<file path="config.mk">
export PLATFORM = sky130hd
export DESIGN_NAME = blk_coalesce_queue
export DESIGN_NICKNAME = d
export VERILOG_FILES = /design/src/rtl/cq_pkg.sv /design/src/rtl/cq_store.sv /design/src/rtl/cq_ctrl.sv /design/src/rtl/blk_coalesce_queue.sv
export SDC_FILE = /design/constraint.sdc
export NUM_CORES = 2
export LEC_CHECK = 0
export BUFFER_PORTS_ARGS = -buffer_cell sky130_fd_sc_hd__buf_2
export CAP_MARGIN = 20
export CORE_MARGIN = 10
export CORE_UTILIZATION = 50
export CTS_BUF_LIST = sky130_fd_sc_hd__clkbuf_4 sky130_fd_sc_hd__clkbuf_8
export CTS_CLUSTER_DIAMETER = 50
export DETAILED_ROUTE_END_ITERATION = 12
export PLACE_DENSITY = 0.66
export SYNTH_ARGS = -nofsm -noshare
export SYNTH_HDL_FRONTEND = slang
export SYNTH_SLANG_ARGS = --single-unit
</file>
<file path="constraint.sdc">
create_clock -name clk -period 22.6 [get_ports clk]
set_input_delay 1.13 -clock clk [delete_from_list [all_inputs] [get_ports clk]]
set_output_delay 1.13 -clock clk [all_outputs]
set_load 0.005 [all_outputs]
</file>
<file path="src/rtl/cq_pkg.sv">
package cq_pkg;
  // strobes sent from the control to the queue storage
  typedef struct packed {
    logic push;
    logic pop;
  } cqStrobe_t;

  typedef enum logic [1:0] {
    ST_IDLE  = 2'd0,
    ST_WAIT  = 2'd1,
    ST_DRAIN = 2'd2
  } cqState_e;
endpackage

</file>
<file path="src/rtl/cq_store.sv">
// Circular entry storage plus the head-run scanner (datapath).
module cq_store
  import cq_pkg::*;
#(
  parameter int ADDR_W      = 32,
  parameter int TAG_W       = 6,
  parameter int BLOCK_BYTES = 64,
  parameter int DEPTH       = 16,
  localparam int OFF_W = $clog2(BLOCK_BYTES),
  localparam int BLK_W = ADDR_W - OFF_W,
  localparam int PTR_W = $clog2(DEPTH),
  localparam int LEN_W = $clog2(DEPTH + 1)
) (
  input  logic              clk,
  input  logic              rstN,
  input  cqStrobe_t         strobe,
  input  logic              inWrite,
  input  logic [ADDR_W-1:0] inAddr,
  input  logic [TAG_W-1:0]  inTag,
  output logic              full,
  output logic              empty,
  output logic [BLK_W-1:0]  headBlock,
  output logic              headWrite,
  output logic [TAG_W-1:0]  headTag,
  output logic [LEN_W-1:0]  runLen
);
  // DEPTH must be a power of two: the pointers wrap naturally.
  logic [BLK_W-1:0] blkMem [DEPTH];
  logic             wrMem  [DEPTH];
  logic [TAG_W-1:0] tagMem [DEPTH];
  logic [PTR_W-1:0] headPtr, tailPtr;
  logic [LEN_W-1:0] fill;

  assign full  = (fill == LEN_W'(DEPTH));
  assign empty = (fill == '0);
  assign headBlock = blkMem[headPtr];
  assign headWrite = wrMem[headPtr];
  assign headTag   = tagMem[headPtr];

  always_ff @(posedge clk) begin
    if (strobe.push) begin
      blkMem[tailPtr] <= inAddr[ADDR_W-1:OFF_W];
      wrMem[tailPtr]  <= inWrite;
      tagMem[tailPtr] <= inTag;
    end
  end

  always_ff @(posedge clk) begin
    if (!rstN) begin
      headPtr <= '0;
      tailPtr <= '0;
      fill    <= '0;
    end else begin
      if (strobe.push) tailPtr <= tailPtr + 1'b1;
      if (strobe.pop)  headPtr <= headPtr + 1'b1;
      case ({strobe.push, strobe.pop})
        2'b10:   fill <= fill + 1'b1;
        2'b01:   fill <= fill - 1'b1;
        default: fill <= fill;
      endcase
    end
  end

  // Head-run scan: count adjacent entries matching the head's block and direction.
  logic             scanGoing;
  logic [PTR_W-1:0] scanIdx;
  always_comb begin
    runLen    = '0;
    scanGoing = 1'b1;
    scanIdx   = headPtr;
    for (int i = 0; i < DEPTH; i++) begin
      scanIdx = headPtr + PTR_W'(i);
      if (scanGoing && (LEN_W'(i) < fill) &&
          (blkMem[scanIdx] == blkMem[headPtr]) && (wrMem[scanIdx] == wrMem[headPtr]))
        runLen = runLen + 1'b1;
      else
        scanGoing = 1'b0;
    end
  end

  assert_no_overflow_R8: assert property (@(posedge clk) disable iff (!rstN)
    full |-> !(strobe.push && !strobe.pop));
  assert_no_underflow_R7: assert property (@(posedge clk) disable iff (!rstN)
    strobe.pop |-> !empty);
endmodule

</file>
<file path="src/rtl/cq_ctrl.sv">
// Issue / wait / retire sequencing, write acknowledge and merge statistics.
module cq_ctrl
  import cq_pkg::*;
#(
  parameter int TAG_W = 6,
  parameter int DEPTH = 16,
  parameter int CNT_W = 16,
  localparam int LEN_W = $clog2(DEPTH + 1)
) (
  input  logic             clk,
  input  logic             rstN,
  input  logic             reqValid,
  input  logic             reqWrite,
  input  logic [TAG_W-1:0] reqTag,
  output logic             reqReady,
  output logic             wrAckValid,
  output logic [TAG_W-1:0] wrAckTag,
  input  logic             full,
  input  logic             empty,
  input  logic             headWrite,
  input  logic [LEN_W-1:0] runLen,
  output cqStrobe_t        strobe,
  output logic             memReqValid,
  input  logic             memReqReady,
  input  logic             memRspValid,
  output logic             cplValid,
  output logic [CNT_W-1:0] mergeCount
);
  cqState_e         state;
  logic [LEN_W-1:0] drainLeft;
  logic             groupWr;
  logic             issueFire;

  always_comb begin
    reqReady    = !full;
    strobe.push = reqValid && !full;
    strobe.pop  = (state == ST_DRAIN);
    memReqValid = (state == ST_IDLE) && !empty;
    issueFire   = memReqValid && memReqReady;
    cplValid    = (state == ST_DRAIN) && !groupWr;
  end

  always_ff @(posedge clk) begin
    if (!rstN) begin
      state      <= ST_IDLE;
      drainLeft  <= '0;
      groupWr    <= 1'b0;
      mergeCount <= '0;
      wrAckValid <= 1'b0;
      wrAckTag   <= '0;
    end else begin
      wrAckValid <= strobe.push && reqWrite;
      if (strobe.push && reqWrite) wrAckTag <= reqTag;
      case (state)
        ST_IDLE: if (issueFire) begin
          state      <= ST_WAIT;
          drainLeft  <= runLen;
          groupWr    <= headWrite;
          mergeCount <= mergeCount + CNT_W'(runLen) - 1'b1;
        end
        ST_WAIT: if (memRspValid) state <= ST_DRAIN;
        ST_DRAIN: begin
          drainLeft <= drainLeft - 1'b1;
          if (drainLeft == LEN_W'(1)) state <= ST_IDLE;
        end
        default: state <= ST_IDLE;
      endcase
    end
  end

  assert_wrack_R2: assert property (@(posedge clk) disable iff (!rstN)
    (reqValid && reqReady && reqWrite) |=> (wrAckValid && wrAckTag == $past(reqTag)));
  assert_one_out_R6: assert property (@(posedge clk) disable iff (!rstN)
    (memReqValid && memReqReady) |=> !memReqValid);
  assert_merge_R9: assert property (@(posedge clk) disable iff (!rstN)
    (memReqValid && memReqReady) |=>
      (mergeCount == $past(mergeCount) + CNT_W'($past(runLen)) - CNT_W'(1)));
endmodule

</file>
<file path="src/rtl/blk_coalesce_queue.sv">
module blk_coalesce_queue
  import cq_pkg::*;
#(
  parameter int ADDR_W      = 32,
  parameter int TAG_W       = 6,
  parameter int BLOCK_BYTES = 64,
  parameter int DEPTH       = 16,
  parameter int CNT_W       = 16,
  localparam int OFF_W = $clog2(BLOCK_BYTES),
  localparam int BLK_W = ADDR_W - OFF_W,
  localparam int LEN_W = $clog2(DEPTH + 1)
) (
  input  logic              clk,
  input  logic              rstN,
  input  logic              reqValid,
  output logic              reqReady,
  input  logic              reqWrite,
  input  logic [ADDR_W-1:0] reqAddr,
  input  logic [TAG_W-1:0]  reqTag,
  output logic              wrAckValid,
  output logic [TAG_W-1:0]  wrAckTag,
  output logic              memReqValid,
  input  logic              memReqReady,
  output logic              memReqWrite,
  output logic [BLK_W-1:0]  memReqBlock,
  output logic [LEN_W-1:0]  memReqCount,
  input  logic              memRspValid,
  output logic              cplValid,
  output logic [TAG_W-1:0]  cplTag,
  output logic [CNT_W-1:0]  mergeCount
);
  cqStrobe_t        strobe;
  logic             full, empty;
  logic [LEN_W-1:0] runLen;

  cq_store #(.ADDR_W(ADDR_W), .TAG_W(TAG_W), .BLOCK_BYTES(BLOCK_BYTES), .DEPTH(DEPTH)) store_i (
    .clk(clk), .rstN(rstN), .strobe(strobe),
    .inWrite(reqWrite), .inAddr(reqAddr), .inTag(reqTag),
    .full(full), .empty(empty),
    .headBlock(memReqBlock), .headWrite(memReqWrite), .headTag(cplTag),
    .runLen(runLen)
  );

  cq_ctrl #(.TAG_W(TAG_W), .DEPTH(DEPTH), .CNT_W(CNT_W)) ctrl_i (
    .clk(clk), .rstN(rstN),
    .reqValid(reqValid), .reqWrite(reqWrite), .reqTag(reqTag), .reqReady(reqReady),
    .wrAckValid(wrAckValid), .wrAckTag(wrAckTag),
    .full(full), .empty(empty), .headWrite(memReqWrite), .runLen(runLen),
    .strobe(strobe), .memReqValid(memReqValid), .memReqReady(memReqReady),
    .memRspValid(memRspValid), .cplValid(cplValid), .mergeCount(mergeCount)
  );

  assign memReqCount = runLen;

  assert_hold_R10: assert property (@(posedge clk) disable iff (!rstN)
    (memReqValid && !memReqReady) |=>
      (memReqValid && $stable(memReqBlock) && $stable(memReqWrite)));
  assert_run_R4: assert property (@(posedge clk) disable iff (!rstN)
    memReqValid |-> (memReqCount != '0));
endmodule

</file>
After elaboration in Yosys (flattened, before gate mapping) --
Memory sizes are Yosys's and may differ from the RTL's. A register that Yosys moved wholly into a read port is not among the register bits. Index checks and enable logic that the tools add are counted.
Word-level totals: flip-flop bits (word level) 44, RAM bits 528, output and inout bits 64, logic and storage cells 209, memories 3
Memories:
- store_i.blkMem | words 16, bits a word 26, read ports 16, clocked after Yosys merged registers in 1, wr ports 1, RTL line cq_store.sv:28 | logic [BLK_W-1:0] blkMem [DEPTH];
- store_i.tagMem | words 16, bits a word 6, read ports 1, clocked after Yosys merged registers in 1, wr ports 1, RTL line cq_store.sv:30 | logic [TAG_W-1:0] tagMem [DEPTH];
- store_i.wrMem | words 16, bits a word 1, read ports 16, clocked after Yosys merged registers in 1, wr ports 1, RTL line cq_store.sv:29 | logic wrMem [DEPTH];
Operators by class: add/sub/neg operators 36, order comparisons 16, equality and inequality tests 39, multiplexer cells 46, reduce and logical (&&, ||, !) cells 60
Operators by type and width (number):
- == test 26 bit | 15
- two-way mux 5 bit | 16
- adder 5 x 1 -> 5 bit (second input constant) | 15
- logical AND 1 bit | 50
- less-than comparator 4 x 5 -> 1 bit (first input constant) | 8
- adder 4 bit (second input constant) | 8
- two-way mux 4 bit | 6
- less-than comparator 3 x 5 -> 1 bit (first input constant) | 4
- case mux 5 bit (2 select lines) | 2
- two-way mux 1 bit | 18
- adder 16 x 5 -> 16 bit | 1
- adder 4 x 3 -> 4 bit (second input constant) | 4
- subtractor 16 x 1 -> 16 bit (second input constant) | 1
- == test 1 bit | 15
- less-than comparator 1 x 5 -> 1 bit (first input constant) | 2
- less-than comparator 2 x 5 -> 1 bit (first input constant) | 2
- subtractor 5 x 1 -> 5 bit (second input constant) | 2
- adder 4 x 1 -> 4 bit (second input constant) | 2
- adder 4 x 2 -> 4 bit (second input constant) | 2
- two-way mux 2 bit | 3
- case mux 2 bit (3 select lines) | 1
- == test 5 x 1 -> 1 bit (second input constant) | 1
- == test 5 bit (second input constant) | 1
- zero test 5 bit | 1
- 10 further kinds | 17

Depth between registers and ports, before layout --
depth in word-level cells 64, gate-level depth with buffers 88, mapped depth without buffers 78

Cells and area by module --
Synthesis repeated with hierarchy kept, for this count alone.
Second synthesis, totals: cell total of the unflattened synthesis 3767, area, all modules 52410.3 µm²
Modules (own cells, without submodules):
- cq_store | times used 1, cells each 3501, area an instance 50394.6 µm², seq. area each 16195.5 µm²
- cq_ctrl | times used 1, cells each 266, area an instance 2015.7 µm², seq. area each 620.6 µm²

Worst setup path after synthesis --
No wires, ideal clock.
path type register -> register, start point register store_i.headPtr[0], end point register ctrl_i.mergeCount[15], library setup time 0.076 ns, arrival 16.539 ns, data required time 22.524 ns, setup slack 5.985 ns, stages on the path, launching flop included 89, path buffers 11, period minus slack after synthesis 16.615 ns, path through dfxtp_1 buf_6 buf_6 inv_2 buf_1 buf_2 clkbuf_1 ha_1 clkbuf_1 buf_2 buf_2 buf_2 buf_2 buf_2 mux4_2 mux4_2 xnor2_1 and4_1 [... 53 more ...] ha_1 o21ai_0 a21boi_0 o21ai_0 nand2_1 and2_1 o21ai_0 nand2_1 and2_1 o21ai_0 nand2b_1 a21oi_1 o21bai_1 a21o_1 a21oi_1 xnor2_1 or3_1 a21boi_0
On the way: elaborated cells on any way between the ends 136, those cells by class add/sub: 31; eq/ne: 30; mux: 29; reduce/logical: 44; memory: 2
RTL lines:
- from (decl) | RTL line cq_store.sv:31 | logic [PTR_W-1:0] headPtr, tailPtr;
- from (signal assigned) | RTL line cq_store.sv:55 | if (strobe.pop) headPtr <= headPtr + 1'b1;
- adder 4 bit * | RTL line cq_store.sv:72 | scanIdx = headPtr + PTR_W'(i);
- via store_i.scanIdx[0] | RTL line cq_store.sv:66 | logic [PTR_W-1:0] scanIdx;
- memory (16 x 26 bit)
- == test 26 bit | RTL line cq_store.sv:74 | (blkMem[scanIdx] == blkMem[headPtr]) && (wrMem[scanIdx] == wrMem[headPtr]))
- logical AND 1 bit | RTL line cq_store.sv:73 | if (scanGoing && (LEN_W'(i) < fill) &&
- logical AND 1 bit * | RTL line cq_store.sv:74
- two-way mux 5 bit * | RTL line cq_store.sv:73
- via memReqCount[4] | RTL line blk_coalesce_queue.sv:26 | output logic [LEN_W-1:0] memReqCount,
- adder 16 x 5 -> 16 bit * | RTL line cq_ctrl.sv:59 | mergeCount <= mergeCount + CNT_W'(runLen) - 1'b1;
- subtractor 16 x 1 -> 16 bit * | RTL line cq_ctrl.sv:59
- to (signal assigned) | RTL line cq_ctrl.sv:59
- to (decl) | RTL line cq_ctrl.sv:27 | output logic [CNT_W-1:0] mergeCount
The timed path passes the listed nets; every way through them passes the cells marked *. A chain may end at the register's enable or synchronous reset.

Final worst setup path --
start point register store_i.headPtr[0], end point register ctrl_i.mergeCount[15]
On the way: cells in the longest elaborated chain, start to end 64, elaborated cells on any way between the ends 136, those cells by class add/sub: 31; eq/ne: 30; mux: 29; reduce/logical: 44; memory: 2
Ends and longest elaborated chain (RTL line):
- branches (longest 61 deep; another with memory (16 x 26 bit))
- two-way mux 5 bit * | cq_store.sv:73
- adder 16 x 5 -> 16 bit * | cq_ctrl.sv:59
- subtractor 16 x 1 -> 16 bit * | cq_ctrl.sv:59
Every way passes the cells marked *.

==> out/results.ini <==
[synth]
synth_compound_area_frac=0.0369
synth_top_family_by_area=multiplexers
ys_seq_elements=576
synth_xor_area_frac=0.0800
synthDistinctLibCells=85
synth_warnings=0
ys.flop_type=edfxtp_1
synth_area_sq_um=52000
async_flop_share=0
mappedNetlistNets=3724
avgSynthCellArea_sq_um=14.3
synth_simple_gate_area_share=0.0660
synth.mux.area_fraction=0.447
synth_fa_ha_area_frac=0.0129
yosysSeqAreaShare=0.324
synth_edf_count=528
syn_inst=3628

[detailed_routing]
wl_per_cell_um=38.9
vias=39100
routed_wl_mm=198
viasPerCell=7.68
drt_iter0_drc=6914
ant_nets=0
drcViolationCount=0
dr.pass1.iters=6

[power_and_ir_drop]
finalPower_w=0.00325
power.internal_w=0.00215
peakVddDrop_v=0.0000703
seqPwrFrac=0.376
clockPowerShare=0.327
p_sw_w=0.00110
p_per_area_nw_per_um2=57.7
power_frac_comb=0.297
power_switching_share=0.337
leakage_nw=17.1

[critical_path]
slowest_delay_ns=0.98
critPathBufInv=8
start_kind=flop
cp-startpoint=store_i.headPtr[0]
rr_startpoint=store_i.headPtr[0]
critPathRequiredTime_ns=23.34
r2r-end=ctrl_i.mergeCount[15]
critPathCaptureType=flop
cp_max_fo=92
crit_arrival_ns=19.76
reg2reg_slack_ns=3.58
cp_common_cell=ha_1
cp_slowest_cell=ha_4
cpLargestDelayFamily=adder cells
worstSetupPathType=flop to flop
r2r_cells=79
cp.depth=79

[clocking]
cts_tree=yes
h-tree-depth=3
cts.sinks=576
clockBufferDepth=3
cts_resized=0
cts_buffers=102
postCtsHoldBufs=0
cts_root_buf=clkbuf_8
clkLatencyLatePin_ns=0.82
cts.clk_slew.worst_paths_ns=0.06
post_cts.repair.setup_buffers=0

[placed_design]
placed_cells=4897
gp_congestion=1.09
dp_hpwl_mm=141
place_area_sq_um=54000
io_buffers=101

[sta]
final.setup.tns_ns=0
report.final.slew_viol_count=0
fin_crit_ns=19.02
slew_headroom=0.212
period_share=0.842
final_hold_viol_count=0
worst_pin_slew_ns=1.17
setup_viol=0
clock.fmax_ghz=0.0526
skew_ns=0.0479
grt_setup_unrepaired=false

[floorplan]
ios=108
die_h_um=342
initial_utilization=0.503
rows=118
die-area_sq_um=117000
coreArea_sq_um=103000
fp.dieW_um=342

[status]
outcome=finished clean

[layout]
layout.nets=3719
layout-drive-gt1-share=0.366
finalNonFillerCells=5097
stdcell_area_sq_um=56300
area_growth_pct=8.25

[hold_path]
min_to=ctrl_i.wrAckTag[1]
min-delay-start=ctrl_i.wrAckTag[1]
holdPathStages=2
hp-class=flop to flop

[global_routing]
grt_pass1_wl_mm=281
grt_max_degree=110
grt_overflow=0
antenna_found_initial=17
grt.total_usage=0.334
grt_pass1_vias=36400

[flow_run]
drv_cap=0

==> registers in the layout, indices dropped and copies added, names as in the netlist, named ones only <==
| register | cells |
|---|---|
| store_i.tailPtr | 4 |
| store_i.headPtr | 4 |
| ctrl_i.drainLeft | 5 |
| ctrl_i.state | 2 |
| store_i.blkMem | 416 |
| store_i.tagMem | 96 |
| ctrl_i.wrAckValid | 1 |
| ctrl_i.mergeCount | 16 |
| ctrl_i.groupWr | 1 |
| store_i.fill | 5 |
| ctrl_i.wrAckTag | 6 |
| store_i.wrMem | 16 |
==> cell families (layout without fill, tap and decap cells) <==
kind of cell	count (synthesis)	in the layout
simple gates	641	641
buf+inv	402	484
other cells	0	7
xor+xnor	465	465
compound gates	278	278
flops	576	576
mux	1213	1213
fa+ha+maj	53	53
==> synth_stat cells, types with 48 or more instances <==
library cell	count	area, sq um
edfxtp_1	528	15900
nor4_1	52	325
clkbuf_1	140	526
buf_2	83	415
inv_1	70	263
nand4_1	106	663
mux4_2	883	19900
nand3_1	121	606
nor2_1	76	285
nand2_1	137	514
buf_1	78	293
mux2i_1	311	3110
dfxtp_1	48	961
xor2_1	181	1590
ha_1	51	638
a22oi_1	73	548
xnor2_1	277	2430
==> worst min-delay path: stages (launching register included) <==
cell	delay [ns]
dfxtp_1	0.31
nand2_1	0.04
a21boi_0	0.06
==> power groups by stage <==
stage	registers, W	logic [W]	clock network (W)
2_1_floorplan	0.00123	0.000624	0
3_3_place_gp	0.00124	0.000933	0
3_5_place_dp	0.00124	0.000937	0
4_1_cts	0.00122	0.000943	0.00108
5_1_grt	0.00122	0.00101	0.00113
6_report	0.00122	0.000965	0.00106
==> worst max-delay path by stage <==
| stage | end |
|---|---|
| final | ctrl_i.mergeCount[15] |
| after floorplan | ctrl_i.mergeCount[15] |
| after global placement | ctrl_i.mergeCount[15] |
| after detailed placement | ctrl_i.mergeCount[15] |
| after global routing | ctrl_i.mergeCount[15] |
| after CTS | ctrl_i.mergeCount[15] |
==> per-stage QoR <==
step	util	hold slack, ns	worst slack (ns)
final	0.544	0.466	3.58
after floorplan	-	0.444	5.99
after global routing	0.544	0.489	2.11
after CTS	0.544	0.467	3.64
after global placement	0.523	0.451	3.87
after detailed placement	0.523	0.458	3.71
==> routing by layer <==
layer	share of wire	wire [um]	global-route usage	vias up
met1	0.36	71900	0.458	20100
met2	0.44	87300	0.485	3350
met4	0.056	11200	0.163	14
met5	0.00040	79	0	-
met3	0.14	27700	0.0960	474
li1	-	-	-	15200
==> cell usage in the layout (no fill, tap or decap), types with 47 or more instances in the layout <==
cell	instances
clkbuf_8	103
nor2_1	61
nor4_1	51
nand3_1	121
a22oi_1	73
mux2i_1	311
inv_1	70
xnor2_1	271
buf_2	102
xor2_1	177
edfxtp_1	528
ha_1	49
nand4_1	106
nand2_1	137
buf_4	110
mux4_2	883
o21ai_0	47
==> cell type report <==
| class | instances | area, sq um |
|---|---|---|
| fillers | 8418 | 47100 |
| multi-input cells | 2650 | 33700 |
| flip-flops and latches | 576 | 16800 |
| well taps | 1380 | 1730 |
| clock buffers | 133 | 1640 |
| repair buffers | 218 | 1460 |
| clock inverters | 58 | 587 |
| inverters | 75 | 285 |
| diodes | 7 | 17.5 |
Note: power is estimated with default switching activity, not from simulation.
